<file path="config.mk">
export PLATFORM = sky130hd
export DESIGN_NAME = sipi_ctrl
export DESIGN_NICKNAME = d
export VERILOG_FILES = /design/src/rtl/sipi_pkg.sv /design/src/rtl/sipi_decode.sv /design/src/rtl/sipi_claim_arb.sv /design/src/rtl/sipi_ctrl.sv
export SDC_FILE = /design/constraint.sdc
export NUM_CORES = 1
export LEC_CHECK = 0
export BUFFER_PORTS_ARGS = -buffer_cell sky130_fd_sc_hd__buf_4
export CORE_ASPECT_RATIO = 0.9
export CORE_MARGIN = 2
export CORE_UTILIZATION = 30
export DETAILED_ROUTE_END_ITERATION = 7
export PLACE_DENSITY_LB_ADDON = 0.08
export SLEW_MARGIN = 15
export SYNTH_ARGS = -nofsm -noshare
export SYNTH_HDL_FRONTEND = slang
export SYNTH_SLANG_ARGS = --single-unit
</file>
<file path="constraint.sdc">
create_clock -name clk -period 14.2 [get_ports clk]
set_clock_uncertainty 0.05 [all_clocks]
set_input_delay 2.13 -clock clk [delete_from_list [all_inputs] [get_ports clk]]
set_output_delay 2.13 -clock clk [all_outputs]
set_load 0.05 [all_outputs]
</file>
<file path="src/rtl/sipi_pkg.sv">
package sipi_pkg;

    localparam int BUS_AW = 16;
    localparam int BUS_DW = 32;

    // Address map fields
    localparam int IDX_W  = 10;   // source or word index taken from the address
    localparam int CTX_W  = 6;    // context field width
    localparam int WORD_B = 5;    // bits of the word index inside one enable block

    typedef enum logic [2:0] {
        RG_NONE,
        RG_PRIO,
        RG_PEND,
        RG_EN,
        RG_CLAIM
    } region_e;

endpackage

</file>
<file path="src/rtl/sipi_decode.sv">
module sipi_decode
    import sipi_pkg::*;
(
    input  logic [BUS_AW-1:0] addr,
    output region_e           rgn,
    output logic [IDX_W-1:0]  idx,
    output logic [CTX_W-1:0]  ctx
);

    always_comb begin
        rgn = RG_NONE;
        idx = '0;
        ctx = '0;
        if (addr[1:0] == 2'b00) begin
            if (addr[15:12] == 4'h0) begin
                rgn = RG_PRIO;
                idx = addr[11:2];
            end else if (addr[15:12] == 4'h1) begin
                rgn = RG_PEND;
                idx = addr[11:2];
            end else if (addr[15:13] == 3'b001) begin
                rgn = RG_EN;
                ctx = addr[12:7];
                idx = {{(IDX_W-WORD_B){1'b0}}, addr[6:2]};
            end else if (addr[15:14] == 2'b01 && addr[7:0] == 8'h04) begin
                rgn = RG_CLAIM;
                ctx = addr[13:8];
            end
        end
    end

endmodule

</file>
<file path="src/rtl/sipi_claim_arb.sv">
module sipi_claim_arb #(
    parameter int NSRC   = 5,
    parameter int PRIO_W = 3
) (
    input  logic [NSRC-1:0]             cand,
    input  logic [NSRC-1:0][PRIO_W-1:0] prio,
    output logic [$clog2(NSRC)-1:0]     best_id,
    output logic                        any
);

    localparam int IDW = $clog2(NSRC);

    logic [PRIO_W-1:0] best_p;

    // Ascending scan with a strict compare: an equal priority never
    // replaces an earlier winner, so ties resolve to the lowest ID.
    always_comb begin
        best_p  = '0;
        best_id = '0;
        for (int s = 0; s < NSRC; s++) begin
            if (cand[s] && prio[s] > best_p) begin
                best_p  = prio[s];
                best_id = IDW'(s);
            end
        end
        any = |cand;
    end

endmodule

</file>
<file path="src/rtl/sipi_ctrl.sv">
module sipi_ctrl
    import sipi_pkg::*;
#(
    parameter int NUM_HARTS = 4,
    parameter int PRIO_W    = 3
) (
    input  logic                 clk,
    input  logic                 rst_n,
    input  logic                 bus_en,
    input  logic                 bus_we,
    input  logic [BUS_AW-1:0]    bus_addr,
    input  logic [BUS_DW-1:0]    bus_wdata,
    output logic [BUS_DW-1:0]    bus_rdata,
    output logic                 bus_rvalid,
    output logic [NUM_HARTS-1:0] msip
);

    localparam int NSRC = NUM_HARTS + 1;
    localparam int IDW  = $clog2(NSRC);

    typedef struct packed {
        logic [NSRC-1:0]                 pend;
        logic [NSRC-1:0]                 act;
        logic [NSRC-1:0][PRIO_W-1:0]     prio;
        logic [NUM_HARTS-1:0][NSRC-1:0]  en;
        logic [BUS_DW-1:0]               rdata;
        logic                            rvalid;
    } state_t;

    state_t s_d, s_q;

    region_e          rgn;
    logic [IDX_W-1:0] idx;
    logic [CTX_W-1:0] ctx;

    sipi_decode u_dec (
        .addr (bus_addr),
        .rgn  (rgn),
        .idx  (idx),
        .ctx  (ctx)
    );

    logic [NSRC-1:0]                prio_nz;
    logic [NUM_HARTS-1:0][NSRC-1:0] cand;
    logic [NUM_HARTS-1:0][IDW-1:0]  best_id;
    logic [NUM_HARTS-1:0]           any;

    for (genvar s = 0; s < NSRC; s++) begin : g_pnz
        assign prio_nz[s] = |s_q.prio[s];
    end

    for (genvar c = 0; c < NUM_HARTS; c++) begin : g_ctx
        assign cand[c] = s_q.pend & s_q.en[c] & ~s_q.act & prio_nz;

        sipi_claim_arb #(
            .NSRC   (NSRC),
            .PRIO_W (PRIO_W)
        ) u_arb (
            .cand    (cand[c]),
            .prio    (s_q.prio),
            .best_id (best_id[c]),
            .any     (any[c])
        );

        assign msip[c] = any[c];
    end

    // Claim access of a real context, and the ID it would take
    logic           claim_rd;
    logic [IDW-1:0] take_id;
    logic           take_any;

    always_comb begin
        claim_rd = bus_en && !bus_we && rgn == RG_CLAIM && int'(ctx) < NUM_HARTS;
        take_id  = '0;
        take_any = 1'b0;
        for (int c = 0; c < NUM_HARTS; c++) begin
            if (int'(ctx) == c) begin
                take_id  = best_id[c];
                take_any = any[c];
            end
        end
    end

    always_comb begin
        s_d        = s_q;
        s_d.rvalid = bus_en && !bus_we;
        s_d.rdata  = '0;
        if (bus_en) begin
            unique case (rgn)
                RG_PRIO: begin
                    for (int s = 1; s < NSRC; s++) begin
                        if (int'(idx) == s) begin
                            if (bus_we) s_d.prio[s] = bus_wdata[PRIO_W-1:0];
                            else        s_d.rdata   = BUS_DW'(s_q.prio[s]);
                        end
                    end
                end
                RG_PEND: begin
                    for (int s = 1; s < NSRC; s++) begin
                        if (int'(idx) == s / 32) begin
                            if (bus_we) begin
                                if (bus_wdata[s % 32]) s_d.pend[s] = 1'b1;
                            end else begin
                                s_d.rdata[s % 32] = s_q.pend[s];
                            end
                        end
                    end
                end
                RG_EN: begin
                    for (int c = 0; c < NUM_HARTS; c++) begin
                        for (int s = 1; s < NSRC; s++) begin
                            if (int'(ctx) == c && int'(idx) == s / 32) begin
                                if (bus_we) s_d.en[c][s]      = bus_wdata[s % 32];
                                else        s_d.rdata[s % 32] = s_q.en[c][s];
                            end
                        end
                    end
                end
                RG_CLAIM: begin
                    for (int c = 0; c < NUM_HARTS; c++) begin
                        if (int'(ctx) == c) begin
                            if (!bus_we) begin
                                s_d.rdata = BUS_DW'(best_id[c]);
                                for (int s = 1; s < NSRC; s++) begin
                                    if (any[c] && best_id[c] == IDW'(s)) begin
                                        s_d.pend[s] = 1'b0;
                                        s_d.act[s]  = 1'b1;
                                    end
                                end
                            end else begin
                                for (int s = 1; s < NSRC; s++) begin
                                    if (bus_wdata == BUS_DW'(s) && s_q.en[c][s])
                                        s_d.act[s] = 1'b0;
                                end
                            end
                        end
                    end
                end
                default: ;
            endcase
        end
    end

    always_ff @(posedge clk) begin
        if (!rst_n) s_q <= '0;
        else        s_q <= s_d;
    end

    assign bus_rdata  = s_q.rdata;
    assign bus_rvalid = s_q.rvalid;

    // ---------------- assertions ----------------
    AST_RVALID_READ: assert property (@(posedge clk) disable iff (!rst_n)
        (bus_en && !bus_we) |=> bus_rvalid);
    AST_RVALID_IDLE: assert property (@(posedge clk) disable iff (!rst_n)
        !(bus_en && !bus_we) |=> !bus_rvalid);
    AST_SRC0_PEND_ZERO: assert property (@(posedge clk) disable iff (!rst_n)
        (bus_en && !bus_we && rgn == RG_PEND && idx == '0) |=> !bus_rdata[0]);
    AST_CLAIM_EMPTY: assert property (@(posedge clk) disable iff (!rst_n)
        (claim_rd && !take_any) |=> (bus_rdata == '0));
    AST_CLAIM_NONZERO: assert property (@(posedge clk) disable iff (!rst_n)
        (claim_rd && take_any) |=> (bus_rdata != '0));

    for (genvar s = 1; s < NSRC; s++) begin : g_src_chk
        AST_CLAIM_CLEARS: assert property (@(posedge clk) disable iff (!rst_n)
            (claim_rd && take_any && take_id == IDW'(s)) |=> (!s_q.pend[s] && s_q.act[s]));
        AST_PEND_STICKY: assert property (@(posedge clk) disable iff (!rst_n)
            (s_q.pend[s] && !(claim_rd && take_any && take_id == IDW'(s))) |=> s_q.pend[s]);
    end

    for (genvar c = 0; c < NUM_HARTS; c++) begin : g_ctx_chk
        AST_MSIP_ARB: assert property (@(posedge clk) disable iff (!rst_n)
            msip[c] == (best_id[c] != '0));
    end

endmodule

</file>
# Word level (Yosys, flattened, before mapping)
# Index checks and enable logic that the tools add are counted.
# word_totals
inputBits,52
memories,0
wordCells,346
mem_bits_ro,0
ramBits,0
reg_bits,69
output_inout_bits,37
latchBits,0
# classes
reduce_logical,82
bitwise_logic,13
div,0
n_mux,182
n_eq_ne,41
n_addsub,0
order_cmp,13
mul,0
shifts,0
# op_table
operator,count
32-bit two-way mux,16
1-bit two-way mux,104
3-bit two-way mux,25
32-bit by 2-bit equality test with 1-bit output (second input constant),2
4-bit two-way mux,16
5-bit AND,12
1-bit logical AND,54
27-bit case mux with 2 select lines,1
3-bit > comparator,12
32-bit by 1-bit equality test with 1-bit output (second input constant),1
32-bit by 3-bit equality test with 1-bit output (second input constant),1
4-bit AND reduction,8
3-bit by 2-bit equality test with 1-bit output (second input constant),10
10-bit two-way mux,3
6-bit two-way mux,5
10-bit by 3-bit equality test with 1-bit output (second input constant),2
5-bit AND reduction,4
5-bit OR reduction,4
3-bit by 1-bit equality test with 1-bit output (second input constant),6
2-bit two-way mux,8
4-bit case mux with 4 select lines,1
3-bit equality test (second input constant),5
6-bit by 3-bit equality test with 1-bit output (second input constant),2
2-bit != test (second input constant),6
other kinds (19),23

# Depth between registers and ports, before layout
# logic_depth
depth_word,29
depth_mapped,25

# By module
# From an unflattened synthesis, not the netlist that was laid out.
# hier_totals
hier_cells,647
hier_area_um2,5211.2
# by_module_without_submodules
mod,area_each_um2,cells_each,instances
sipi_ctrl,2997.9,345,1
sipi_claim_arb at g_ctx[0].u_arb ...,499.2,68,2
sipi_claim_arb at g_ctx[1].u_arb ...,494.2,68,2
sipi_decode,226.5,30,1

# Worst setup path after synthesis
# No wires, ideal clock.
# synth_timing
path_kind,reg2reg
from,reg s_q[74] (netlist name)
to,reg s_q[75] (netlist name)
stages_incl_launch_ff,24
path_buffers,3
slack_ns,8.916
t_required_ns,14.035
setup_time_ns,0.115
arrival_time_ns,5.120
synth_period_minus_slack_ns,5.284
cell_sequence,dfxtp_1 -> nor2b_1 -> clkbuf_1 -> nand3_1 -> ha_1 -> nor2b_1 -> o21a_1 -> o2111a_1 -> clkbuf_1 -> mux2_2 -> ha_1 -> nor2b_1 -> o21a_1 -> o2111a_1 -> clkbuf_1 -> mux2_2 -> ha_1 -> nor2b_1 -> o21a_1 -> o2111a_1 -> or3_1 -> o32ai_1 -> nor4b_1 -> o21a_1
# synth_via
elab_chain_cells,29
word_cells_on_any_way,93
# synth_rtl
item,line,source
"start, declared",sipi_ctrl.sv:30,"state_t s_d, s_q;"
"start signal, assigned",sipi_ctrl.sv:146,if (!rst_n) s_q <= '0;
"start signal, assigned",sipi_ctrl.sv:147,else s_q <= s_d;
5-bit AND (3 in a row),sipi_ctrl.sv:53,assign cand[c] = s_q.pend & s_q.en[c] & ~s_q.act & prio_nz;
1-bit logical AND,sipi_claim_arb.sv:21,if (cand[s] && prio[s] > best_p) begin
3-bit two-way mux,sipi_claim_arb.sv:21,
3-bit > comparator,sipi_claim_arb.sv:21,
1-bit logical AND,sipi_claim_arb.sv:21,
3-bit two-way mux,sipi_claim_arb.sv:21,
3-bit > comparator,sipi_claim_arb.sv:21,
1-bit logical AND,sipi_claim_arb.sv:21,
(+11 left out),-,
4-bit two-way mux,sipi_ctrl.sv:122,if (int'(ctx) == c) begin
1-bit two-way mux,sipi_ctrl.sv:126,if (any[c] && best_id[c] == IDW'(s)) begin
4-bit two-way mux,sipi_ctrl.sv:123,if (!bus_we) begin
4-bit two-way mux,sipi_ctrl.sv:122,
1-bit two-way mux,sipi_ctrl.sv:126,
4-bit two-way mux,sipi_ctrl.sv:123,
4-bit two-way mux (*),sipi_ctrl.sv:122,
4-bit case mux with 2 select lines (*),sipi_ctrl.sv:90,unique case (rgn)
# Every way passes the cells marked *; elsewhere a longest branch is shown, timed or not.
# A chain may end at the register's enable or synchronous reset.

# Final worst setup path
# layout_timing
from,reg s_q[74] (netlist name)
to,reg s_q[69] (netlist name)
# layout_via
elab_chain_cells,28
word_cells_on_any_way,95
# layout_rtl
item,line
5-bit AND (3 in a row),sipi_ctrl.sv:53
1-bit logical AND,sipi_claim_arb.sv:21
3-bit two-way mux,sipi_claim_arb.sv:21
3-bit > comparator,sipi_claim_arb.sv:21
1-bit logical AND,sipi_claim_arb.sv:21
3-bit two-way mux,sipi_claim_arb.sv:21
3-bit > comparator,sipi_claim_arb.sv:21
1-bit logical AND,sipi_claim_arb.sv:21
(+10 left out),-
4-bit two-way mux,sipi_ctrl.sv:123
4-bit two-way mux,sipi_ctrl.sv:122
1-bit two-way mux (on tied branches),"sipi_ctrl.sv:126, sipi_ctrl.sv:133"
4-bit two-way mux,sipi_ctrl.sv:123
4-bit two-way mux,sipi_ctrl.sv:122
1-bit two-way mux (on tied branches),"sipi_ctrl.sv:126, sipi_ctrl.sv:133"
4-bit two-way mux,sipi_ctrl.sv:123
4-bit two-way mux (*),sipi_ctrl.sv:122
# Marks and branches as above.

==> impl_metrics.py <==
metrics = {
    "sta": {
        "rsz0062_at_grt": "no",
        "min_period_ns": 6.34,
        "relSlewSlack": 0.118,
        "slew_violations": 0,
        "worst_slew_pin_slew_ns": 1.32,
        "setup_tns_ns": 0,
        "setup_viol": 0,
        "hold_viol": 0,
        "period_share": 0.446,
        "fmax_ghz": 0.158,
    },
    "placed_design": {
        "place_area_mm2": 0.00492,
        "io_buffer_count": 61,
        "dp_hpwl_mm": 13.2,
        "gp_congestion": 0.945,
    },
    "layout": {
        "fin_util": 0.347,
        "regArea_um2": 841,
        "drive_gt1_frac": 0.198,
        "area_growth_pct": 13.1,
        "design_area_mm2": 0.00509,
        "fillers": 1554,
        "diodes": 0,
        "nets": 682,
        "multi_input_area_mm2": 0.00333,
    },
    "logic_synthesis": {
        "ys_ff_latch": 42,
        "synth_edf_count": 0,
        "synth_most_common_cell": "nand3_1",
        "seq_area_frac_synth": 0.187,
        "synthCells": 560,
        "synth_area_leaders": "dfxtp_1 19%, ha_1 10%, buf_4 6.2%",
        "avgSynthCellArea_um2": 8.03,
        "synthArstFlopShare": 0,
        "synth_common_cells": "49 x nand3_1, 48 x nor2_1, 42 x dfxtp_1",
        "synth_top_area_cell": "dfxtp_1",
        "synth_area_mm2": 0.00450,
        "synth_top_area_share": 0.187,
        "synth.distinct_cells": 74,
        "yosysWarnings": 0,
        "synth-main-ff-cell": "dfxtp_1",
    },
    "global_routing": {
        "first_global_vias": 4378,
        "antenna_found_initial": 0,
        "grt_first_pass_wirelength_mm": 26.0,
        "grt_max_degree": 34,
        "grt_overflow_total": 0,
        "grt_usage": 0.213,
    },
    "floorplanning": {
        "die_area_mm2": 0.0160,
        "ios": 89,
        "dieWidth_um": 133,
        "die_y_um": 120,
        "initial_utilization": 0.307,
        "coreArea_mm2": 0.0147,
        "rows": 42,
    },
    "worst_setup_path": {
        "path_max_fanout": 15,
        "path_common_cell": "nor2b_1",
        "arrival_ns": 6.52,
        "worstPathRequired_ns": 14.38,
        "start_kind": "flop",
        "worstPathCellList": "nor2b_1, nand3_1, ha_1, nor2b_1, o21a_1, o2111a_1, mux2_2, ha_1, nor2b_1, o21a_1, o2111a_1, mux2_2, ha_1, nor2b_1, o21a_1, o2111ai_1, nand3_2, or4b_1, o211a_1, o21ai_1",
        "crit_slowest_cell": "nor2b_1",
        "crit_type": "reg -> reg",
        "worstSetupEndpointType": "flop",
        "cp_slowest_stage_delay_ns": 0.79,
    },
    "clock_network": {
        "cts_hold_buf": 0,
        "cts.sinks": 42,
        "post_cts_resized": 0,
        "cts-root-buf": "clkbuf_16",
        "cts_buffers": 5,
        "h-tree-depth": 2,
        "tritoncts": "built",
        "clk_pin_slew_ns": 0.07,
        "clk_latency_ns": 0.30,
        "cts_setup_buffers": 0,
        "clock_path_buffers": 2,
    },
    "drt": {
        "drt_iter0_drc": 490,
        "via_per_inst": 5.86,
        "vias": 4648,
        "dr.pass1.iters": 5,
        "remaining_drc_errors": 0,
        "ant_nets": 0,
        "routed_wl_mm": 17.1,
        "post_drt_wl_per_cell_um": 21.6,
    },
    "min_path": {
        "hp-class": "reg -> reg",
    },
    "pwr": {
        "peakVddDrop_v": 0.0000495,
        "power_density_mw_per_mm2": 59.9,
        "finalPower_uw": 305,
        "power.leakage_nw": 1.93,
    },
    "run": {
        "maxCapViolations": 0,
    },
    "run_status": {
        "outcome": "finished, final reports clean",
    },
}
logic make-up after synthesis:
group,count (synthesis),share of synthesized area
compound gates,135,0.238
fa+ha+maj,36,0.100
buf+inv,71,0.0954
flops,42,0.187
mux,30,0.0712
other cells,1,0.000833
simple gates,245,0.307
cells in the final DEF (no fill, tap or decap), drive strengths merged, types with 7 or more instances in the layout:
master  Yosys  routed
a21oi      34      34
a22o        7       7
a22oi       9       9
and3        9       9
buf        46      63
conb        1      27
dfxtp      42      42
ha         36      36
inv         9       9
mux2       16      16
mux2i      14      14
nand2      38      38
nand3      50      50
nor2       50      50
nor2b      15      15
nor3       18      18
nor4       18      18
o2111a      9       9
o21a       14      14
metal layers:
layer	up-vias	share of wire	track usage
met4	0	0.021	0.0545
met3	28	0.075	0.0419
met1	2261	0.46	0.301
met2	219	0.44	0.334
li1	2140	-	-
met5	-	0	0
where the power goes:
group | switching [mW] | internal, mW | leakage [nW]
clock network | 0.0535 | 0.0832 | 0.0771
registers | 0.000444 | 0.118 | 0.338
logic | 0.0354 | 0.0142 | 1.51
total | 0.0894 | 0.216 | 1.93
final timing paths:
path	startpoint	endpoint	slack, ns	cells past startpoint
worst min-delay path	s_q[71]$_SDFFE_PN0P_	s_q[71]$_SDFFE_PN0P_	0.43	2
worst max-delay path	s_q[74]$_SDFFE_PN0P_	s_q[69]$_SDFFE_PN0P_	7.86	20
worst min register to register	s_q[71]$_SDFFE_PN0P_	s_q[71]$_SDFFE_PN0P_	0.43	2
worst max register to register	s_q[74]$_SDFFE_PN0P_	s_q[69]$_SDFFE_PN0P_	7.86	20
flip-flops by register name (all words and copies together) (netlist names):
signal / count
bus_rvalid: 1
bus_rdata: 5
s_q: 36
final cells by class:
class | count | area share
clock buffer | 6 | 0.0253
inverter | 9 | 0.00664
clock inverter | 2 | 0.00738
multi-input combinational | 473 | 0.654
sequential | 42 | 0.165
timing repair buffer | 63 | 0.0929
tap | 198 | 0.0487
worst max-delay path: cells and delay by family (launching register included):
kind | cells | cell delay (ns)
muxes | 2 | 0.80
adders and majority gates | 3 | 0.85
DFF | 1 | 0.38
and+or+nand+nor | 7 | 2.13
AOI/OAI and AO/OA | 8 | 2.07
metrics by stage:
step           setup WS, ns  hold slack, ns  instances
5_1_grt                7.46           0.481        793
3_3_place_gp           8.02           0.436        785
3_5_place_dp           7.95           0.421        785
2_1_floorplan          8.92           0.400        586
4_1_cts                7.92           0.436        793
6_report               7.86           0.431        793
(Power assumes the default switching activity.)
